### config.mk
export PLATFORM = sky130hd
export DESIGN_NAME = vmm_unit
export DESIGN_NICKNAME = d
export VERILOG_FILES = /design/src/rtl/vmm_pkg.sv /design/src/rtl/vmm_decode.sv /design/src/rtl/vmm_elem_sel.sv /design/src/rtl/vmm_seq.sv /design/src/rtl/vmm_unit.sv
export SDC_FILE = /design/constraint.sdc
export NUM_CORES = 1
export LEC_CHECK = 0
export ABC_AREA = 1
export BUFFER_PORTS_ARGS = -buffer_cell sky130_fd_sc_hd__buf_4
export CAP_MARGIN = 20
export CORE_MARGIN = 1
export CORE_UTILIZATION = 46
export DETAILED_ROUTE_END_ITERATION = 6
export GPL_TIMING_DRIVEN = 1
export HOLD_SLACK_MARGIN = 0.03
export PLACE_DENSITY = 0.7
export RECOVER_POWER = 100
export SETUP_SLACK_MARGIN = 0.4
export SLEW_MARGIN = 20
export SYNTH_ARGS = -nofsm -noshare
export SYNTH_HDL_FRONTEND = slang
export SYNTH_SLANG_ARGS = --single-unit
export TNS_END_PERCENT = 10
### constraint.sdc
create_clock -name clk -period 2.45 [get_ports clk]
set_input_delay 0.1225 -clock clk [delete_from_list [all_inputs] [get_ports clk]]
set_output_delay 0.1225 -clock clk [all_outputs]
set_load 0.05 [all_outputs]
### src/rtl/vmm_pkg.sv
// Shared constants and types for the vector merge/move unit.
// Assumes instruction fields sit at the standard 32-bit vector positions.
package vmm_pkg;
    localparam logic [6:0] OPC_VEC   = 7'b1010111;
    localparam logic [5:0] F6_MRGMV  = 6'b010111;
    localparam logic [2:0] F3_VV     = 3'b000;
    localparam logic [2:0] F3_VX     = 3'b100;
    localparam logic [2:0] F3_VI     = 3'b011;

    typedef enum logic [1:0] {SRC_VEC, SRC_SCALAR, SRC_IMM} src_e;

    typedef struct packed {
        logic       legal;
        logic       merge;
        src_e       src;
        logic [4:0] vd;
        logic [4:0] imm;
    } dec_t;
endpackage

### src/rtl/vmm_decode.sv
// Combinational decoder for the merge/move group.
// Flags words outside the group, reserved operand forms and moves with vs2 != 0.
module vmm_decode
    import vmm_pkg::*;
(
    input  logic [31:0] instr,
    output dec_t        dec
);
    // Field extraction and legality check.
    always_comb begin
        logic in_grp;
        logic f3_ok;
        in_grp    = (instr[6:0] == OPC_VEC) && (instr[31:26] == F6_MRGMV);
        f3_ok     = (instr[14:12] == F3_VV) || (instr[14:12] == F3_VX) ||
                    (instr[14:12] == F3_VI);
        dec.merge = ~instr[25];
        dec.vd    = instr[11:7];
        dec.imm   = instr[19:15];
        case (instr[14:12])
            F3_VX:   dec.src = SRC_SCALAR;
            F3_VI:   dec.src = SRC_IMM;
            default: dec.src = SRC_VEC;
        endcase
        dec.legal = in_grp && f3_ok && !(instr[25] && (instr[24:20] != 5'd0));
    end
endmodule

### src/rtl/vmm_elem_sel.sv
// Per-element datapath: extracts element idx at width sew, applies the mask
// choice for merges, truncates the scalar and zeroes tail elements.
// Assumes VLEN >= ELEN and the scalar is already sign-resolved to ELEN bits.
module vmm_elem_sel #(
    parameter int VLEN  = 128,
    parameter int ELEN  = 64,
    parameter int IDX_W = 4,
    parameter int VL_W  = 5
) (
    input  logic [IDX_W-1:0] idx,
    input  logic [1:0]       sew,
    input  logic [VL_W-1:0]  vl_eff,
    input  logic             merge,
    input  logic             use_scal,
    input  logic [ELEN-1:0]  scal,
    input  logic [VLEN-1:0]  mask_vec,
    input  logic [VLEN-1:0]  vs1,
    input  logic [VLEN-1:0]  vs2,
    output logic [ELEN-1:0]  data
);
    localparam int SH_W = $clog2(VLEN);

    logic [SH_W-1:0] sh;
    logic [ELEN-1:0] wmask;
    logic [VLEN-1:0] s1_sh, s2_sh;
    logic [ELEN-1:0] opnd, e2;

    // Bit offset of the element and the width mask.
    always_comb begin
        sh = SH_W'(idx) << (3 + sew);
        case (sew)
            2'd0:    wmask = ELEN'({8{1'b1}});
            2'd1:    wmask = ELEN'({16{1'b1}});
            2'd2:    wmask = ELEN'({32{1'b1}});
            default: wmask = '1;
        endcase
    end

    // Operand selection, mask choice and tail zeroing.
    always_comb begin
        s1_sh = vs1 >> sh;
        s2_sh = vs2 >> sh;
        e2    = s2_sh[ELEN-1:0] & wmask;
        opnd  = (use_scal ? scal : s1_sh[ELEN-1:0]) & wmask;
        if (VL_W'(idx) >= vl_eff)
            data = '0;
        else if (merge && !mask_vec[idx])
            data = e2;
        else
            data = opnd;
    end
endmodule

### src/rtl/vmm_seq.sv
// Sequencer: accepts an instruction when idle, steps the element index once
// per cycle up to last_idx, then pulses done; illegal words pulse illegal.
module vmm_seq #(
    parameter int IDX_W = 4
) (
    input  logic             clk,
    input  logic             rst_n,
    input  logic             start,
    input  logic             legal,
    input  logic             len_zero,
    input  logic [IDX_W-1:0] last_idx,
    output logic             accept,
    output logic             running,
    output logic [IDX_W-1:0] idx,
    output logic             done,
    output logic             illegal
);
    typedef enum logic [1:0] {S_IDLE, S_RUN, S_FIN, S_BAD} st_e;
    st_e st;

    assign accept  = start && (st == S_IDLE);
    assign running = (st == S_RUN);
    assign done    = (st == S_FIN);
    assign illegal = (st == S_BAD);

    // State and element index update.
    always_ff @(posedge clk) begin
        if (!rst_n) begin
            st  <= S_IDLE;
            idx <= '0;
        end else begin
            case (st)
                S_IDLE: if (accept) begin
                    idx <= '0;
                    if (!legal)        st <= S_BAD;
                    else if (len_zero) st <= S_FIN;
                    else               st <= S_RUN;
                end
                S_RUN: if (idx == last_idx) st <= S_FIN;
                       else                 idx <= idx + 1'b1;
                default: st <= S_IDLE;
            endcase
        end
    end
endmodule

### src/rtl/vmm_unit.sv
// Top of the vector merge/move unit: decodes, captures operands on accept and
// streams the destination elements (active, then zeroed tail) one per cycle.
// Assumes VLEN is a power of two, at least ELEN, and ELEN = 64.
module vmm_unit #(
    parameter int VLEN  = 128,
    parameter int ELEN  = 64,
    parameter int IDX_W = $clog2(VLEN / 8),
    parameter int VL_W  = IDX_W + 1
) (
    input  logic             clk,
    input  logic             rst_n,
    input  logic             start,
    input  logic [31:0]      instr,
    input  logic [ELEN-1:0]  scalar,
    input  logic [VL_W-1:0]  vl,
    input  logic [1:0]       sew,
    input  logic [VLEN-1:0]  mask_vec,
    input  logic [VLEN-1:0]  vs1_data,
    input  logic [VLEN-1:0]  vs2_data,
    output logic             busy,
    output logic             done,
    output logic             illegal,
    output logic             wr_en,
    output logic [4:0]       wr_vd,
    output logic [IDX_W-1:0] wr_idx,
    output logic [ELEN-1:0]  wr_data
);
    import vmm_pkg::*;

    dec_t            dec;
    logic            accept, running;
    logic [VL_W-1:0] nelem_in, vl_clamp, r_nelem, r_vl;
    logic [ELEN-1:0] scal_in, r_scal;
    logic [VLEN-1:0] r_mask, r_vs1, r_vs2;
    logic [1:0]      r_sew;
    logic            r_merge, r_use_scal;
    logic [IDX_W-1:0] idx;

    vmm_decode u_dec (.instr(instr), .dec(dec));

    // Element count, length clamp and scalar/immediate resolution.
    always_comb begin
        nelem_in = VL_W'(VLEN / 8) >> sew;
        vl_clamp = (vl > nelem_in) ? nelem_in : vl;
        scal_in  = (dec.src == SRC_IMM) ? {{(ELEN-5){dec.imm[4]}}, dec.imm} : scalar;
    end

    // Operand capture at instruction accept.
    always_ff @(posedge clk) begin
        if (!rst_n) begin
            r_mask <= '0; r_vs1 <= '0; r_vs2 <= '0; r_scal <= '0;
            r_sew <= '0; r_vl <= '0; r_nelem <= '0;
            r_merge <= 1'b0; r_use_scal <= 1'b0; wr_vd <= '0;
        end else if (accept) begin
            r_mask     <= mask_vec;
            r_vs1      <= vs1_data;
            r_vs2      <= vs2_data;
            r_scal     <= scal_in;
            r_sew      <= sew;
            r_vl       <= vl_clamp;
            r_nelem    <= nelem_in;
            r_merge    <= dec.merge;
            r_use_scal <= (dec.src != SRC_VEC);
            wr_vd      <= dec.vd;
        end
    end

    vmm_seq #(.IDX_W(IDX_W)) u_seq (
        .clk(clk), .rst_n(rst_n), .start(start), .legal(dec.legal),
        .len_zero(vl_clamp == '0), .last_idx(IDX_W'(r_nelem - 1'b1)),
        .accept(accept), .running(running), .idx(idx),
        .done(done), .illegal(illegal)
    );

    vmm_elem_sel #(.VLEN(VLEN), .ELEN(ELEN), .IDX_W(IDX_W), .VL_W(VL_W)) u_sel (
        .idx(idx), .sew(r_sew), .vl_eff(r_vl), .merge(r_merge),
        .use_scal(r_use_scal), .scal(r_scal), .mask_vec(r_mask),
        .vs1(r_vs1), .vs2(r_vs2), .data(wr_data)
    );

    assign busy   = running;
    assign wr_en  = running;
    assign wr_idx = idx;
endmodule

==> results of run 1 <==
## repair_timing
action,4_1_cts
resized for setup,228
hold buffers,370
setup endpoints to repair,72
hold endpoints to repair,355
pin swaps,13
buffers inserted,7
cloned,5
## cells by family after synthesis
kind of cell	synth area share
DFF	0.215
adders and majority gates	0.00523
buffers and inverters	0.102
and+or+nand+nor	0.588
xor gates and xnor gates	0.000784
AOI/OAI and AO/OA	0.0904
## per-stage QoR
| step | TNS, ns | std cells | instance area (sq um) | util |
|---|---|---|---|---|
| after global placement | -43.44 | 7682 | 41600 | 0.580 |
| after floorplan | -0.386 | 6266 | 34400 | - |
| after detailed placement | -45.78 | 7682 | 41600 | 0.580 |
| after CTS | -75.93 | 8133 | 47800 | 0.667 |
## routing by layer
| metal | overflow | global-route usage |
|---|---|---|
| met5 | 0 | 0.0950 |
| met4 | 4 | 0.685 |
| met3 | 2 | 0.296 |
| met2 | 3 | 0.899 |
| met1 | 0 | 0.618 |
## cell usage after synthesis, types with 2 or more instances
cell type / number
nand2_1: 1753
a21boi_1: 5
nand3_1: 2222
o221ai_1: 60
nor3_1: 6
o22ai_1: 6
o21ai_0: 330
a21oi_1: 102
inv_1: 345
a31oi_1: 4
nor2_1: 492
dfxtp_1: 359
ha_1: 14
clkbuf_1: 297
o31ai_1: 2
nand4_1: 6
o21ai_1: 21
buf_1: 55
o211ai_1: 3
xor2_1: 2
inv_2: 10
o22ai_2: 2
nor2_2: 3
o21a_1: 2
buf_2: 147
nor3b_1: 2
o32ai_1: 4
or2_2: 2
==> metrics.txt, run 1 <==
die width=272 um; Post-synth EDFFs=0; largest net degree at the start of global routing=143; first-pass GRT wire length=343000 um; vias in the first global route=55300; Synth area leaders=nand3_1 (33%), dfxtp_1 (21%), nand2_1 (20%); hpwl dp=149000 um; FP Rows=98; Placement Setup Slack=-0.916 ns; Root Buffer=clkbuf_16; Top FF cell, synth=dfxtp_1; GRT Overall Usage=0.621; share of flip-flops with an asynchronous set or reset=0; library cells used by synthesis=38; tool error=[ERROR GRT-0116] Global routing finished with congestion. Check the congestion regions in the DRC Viewer.; CTS sink count=359; Max clock buf depth=3; Stop stage=global routing; I/O pins=567; top cell type's share of synthesized area=0.332; # H-tree levels=2; starting density of the core=0.467; CTS Buf Count=39; Die Y=272 um; post-synth net total=6770; Synth area leader=nand3_1; Seq/Total Area, Yosys=0.215; synthesized area=33500 sq um; final global-route overflow total=9; outcome=did not finish; Syn Inst Count=6266; routability cong.=1.13; syn_area_per_cell=5.35 sq um; yosys warns=0; post-synthesis register bit count=359; PortBufs=454
==> run 2, diff against run 1 <==
CORE_UTILIZATION = 31   (was 46)
HOLD_SLACK_MARGIN = default   (was 0.03)
PLACE_DENSITY = default   (was 0.7)
PLACE_DENSITY_LB_ADDON = 0.15   (was default)
SETUP_SLACK_MARGIN = default   (was 0.4)
clock period = 3.2 ns   (was 2.45 ns; I/O delays follow)
==> run 2 against run 1 <==
- the flow now finishes, with violations (DRC, capacitance limit, slew limit, setup timing)
- synthesized area unchanged
- synthesized cell count unchanged
==> metrics.txt, run 2 <==
die area=109000 sq um; largest net degree at the start of global routing=162; Avg WL per Cell=24.0 um; Tcrit/Tclk final=1.23; die width=331 um (+22%); Syn Inst Count=6266 (unchanged); failing checks=DRC, capacitance limit, slew limit, setup timing; Synth area leaders=nand3_1 (33%), dfxtp_1 (21%), nand2_1 (20%); Reg2Reg Depth=5; RR Endpoint=r_vs1[8]$_SDFFE_PN0P_; top cells by count, synth=nand3_1 (2222), nand2_1 (1753), nor2_1 (492), dfxtp_1 (359), inv_1 (345); I/O pins=567 (unchanged); FF-to-FF setup slack=0.14 ns; Worst Max-Slew Pin Slew=1.73 ns; starting density of the core=0.313 (-0.154); min-delay src=instr[12]; Synth area leader=nand3_1; library cells used by synthesis=38 (unchanged); vias in the first global route=47500; Vias=48900; Worst setup EP type=output pin; DR iter-0 viols=4964; top-count cell post-synth=nand3_1; P_leak=24.5 nW; antenna violations before repair=2; HP Class=in -> reg; drt first pass iters=7; startpoint class of the critical path=register; worst skew pair latency=0.70 ns; layout cells sized above 1=0.266; Via density=5.60; Seq/Total Area, Yosys=0.215 (unchanged); Core Util, Final=0.494; Area Overhead vs Synth=57.7%; Post-synth EDFFs=0 (unchanged); final setup violation count=64; clock skew=0.0691 ns; hpwl dp=161000 um (+7.8%); WHS Path Cells=6; # H-tree levels=2 (unchanged); commonest non-fill, non-tap cell in the layout=nand3_1; GRT Overall Usage=0.371; CP Class=reg -> out; Final Hold Vio Count=0; final setup margin=-0.727 ns; Fill cells=11200; Critical Path AT=3.77 ns; Worst Path Required=3.04 ns; Die Y=331 um (+22%); share of flip-flops with an asynchronous set or reset=0 (unchanged); top cell type's share of synthesized area=0.332 (unchanged); Largest regs=r_vs1: 128 flops, r_vs2: 128 flops, r_scal: 64 flops; nets@finish=7791; CP max FO=19; Top FF cell, synth=dfxtp_1; syn_area_per_cell=5.35 sq um (unchanged); FMAX=255 MHz; CTS sink count=359 (unchanged); Worst VDD drop=0.389 mV; max_slew headroom=-0.156; Total Wirelength=210000 um; post-synthesis register bit count=359 (unchanged); most frequent cells in the layout=nand3_1 (1710), nand2_1 (1649), buf_4 (858), nand3_2 (480), nor2_1 (424); routability cong.=1.06 (-6.4%); Finished Layout Cells=8725; PortBufs=454 (unchanged); DR DRC count=10; dpl cells=8201 (+6.8%); outcome=finished with violations; core area=107000 sq um; yosys warns=0 (unchanged); Max clock buf depth=3 (unchanged); post-synth net total=6770 (unchanged); Root Buffer=clkbuf_16; Hold Path End=r_scal[58]$_SDFFE_PN0P_; synthesized area=33500 sq um (unchanged); final global-route overflow total=0; CTS tree=yes; Slew Limit Fails=43; FP Rows=120 (+22%); Reg-to-Reg Start=u_seq.st[0]$_SDFFE_PN0P_; minimum clock period=3.93 ns; Final ANT Viol Nets=0; RSZ-0062 raised after global routing=yes; first-pass GRT wire length=301000 um; clk slew on worst S/H paths=0.06 ns; power per cell area=447 nW/um^2; Max Cap Viol=1; CTS Buf Count=44 (+13%)
[run 2: cells by family (layout without fill, tap and decap cells)]
family / count (synthesis) / count (layout) / synth area share
AO/OA/AOI/OAI: 544 / 544 / 0.0904
XOR/XNOR: 3 / 3 / 0.000784
adder cells (fa/ha/maj): 14 / 14 / 0.00523
buffers and inverters: 856 / 1911 / 0.102
flip-flops: 359 / 359 / 0.215
other: 0 / 1 / 0
AND/OR/NAND/NOR: 4490 / 4490 / 0.588
[run 2: timing repair]
action	in CTS	in global routing
pin swaps	64	63
hold endpoints to repair	355	0
hold buffers	380	0
gates cloned	19	6
resized for setup	611	385
setup endpoints to repair	64	64
setup buffers	32	9
[run 2: worst max-delay path, stage by stage (launching register included)]
cell and delay, ns:
dfxtp_2 0.33, inv_2 0.05, ha_4 0.27, nand2_4 0.07, nor2_4 0.13, buf_4 0.18, buf_12 0.12, buf_16 0.17
nand2_1 0.12, nand3_1 0.17, nand3_2 0.28, nand3_2 0.18, nand3_2 0.11, buf_4 0.14, nand3_1 0.14, nand3_1 0.16
a21oi_2 0.24, nor2_4 0.08, buf_6 0.15
[run 2: through the flow]
stage	power (W)	hold WS, ns	setup TNS [ns]	setup slack, ns	area (sq um)
finish	0.0236	0.0866	-39.02	-0.727	52900
global route	0.0247	0.152	-47.09	-0.808	52900
global placement	0.0161	0.379	-11.96	-0.397	42200
floorplan	0.0109	0.275	-2.44	-0.0827	33500
CTS	0.0228	0.0639	-35.89	-0.660	51000
detailed placement	0.0161	0.390	-10.94	-0.367	42200
[run 2: report_power, final]
part / internal [W] / switching, W
registers: 0.00491 / 0.000353
logic: 0.00458 / 0.00848
clock network: 0.00300 / 0.00230
total: 0.0125 / 0.0111
[run 2: worst max-delay path by stage]
stage | from | end | slack (ns) | depth (start not counted)
after floorplan | r_sew[0]$_SDFFE_PN0P_ | wr_data[21] | -0.08 | 19
after global placement | r_sew[0]$_SDFFE_PN0P_ | wr_data[20] | -0.40 | 20
after detailed placement | r_sew[0]$_SDFFE_PN0P_ | wr_data[20] | -0.37 | 20
after CTS | r_sew[1]$_SDFFE_PN0P_ | wr_data[21] | -0.66 | 21
after global routing | r_sew[1]$_SDFFE_PN0P_ | wr_data[27] | -0.81 | 18
final | r_sew[1]$_SDFFE_PN0P_ | wr_data[27] | -0.73 | 18
[run 2: layer usage]
metal	global-route usage	vias up	wire (um)
li1	-	23100	-
met5	0	-	0
met3	0.0535	753	11900
met2	0.644	2091	101000
met4	0.318	0	21900
met1	0.395	22900	75300
[run 2: cell type report]
cell class / count / area (sq um) / area share
multi-input combinational: 5051 / 26900 / 0.509
timing repair buffer: 1474 / 14100 / 0.267
sequential: 359 / 7190 / 0.136
tap: 1403 / 1760 / 0.0332
inverter: 356 / 1380 / 0.0260
clock buffer: 56 / 1200 / 0.0226
clock inverter: 24 / 293 / 0.00554
timing repair inverter: 1 / 8.76 / 0.000166
antenna: 1 / 2.50 / 0.0000473
Power figures use the tool's default switching activity.
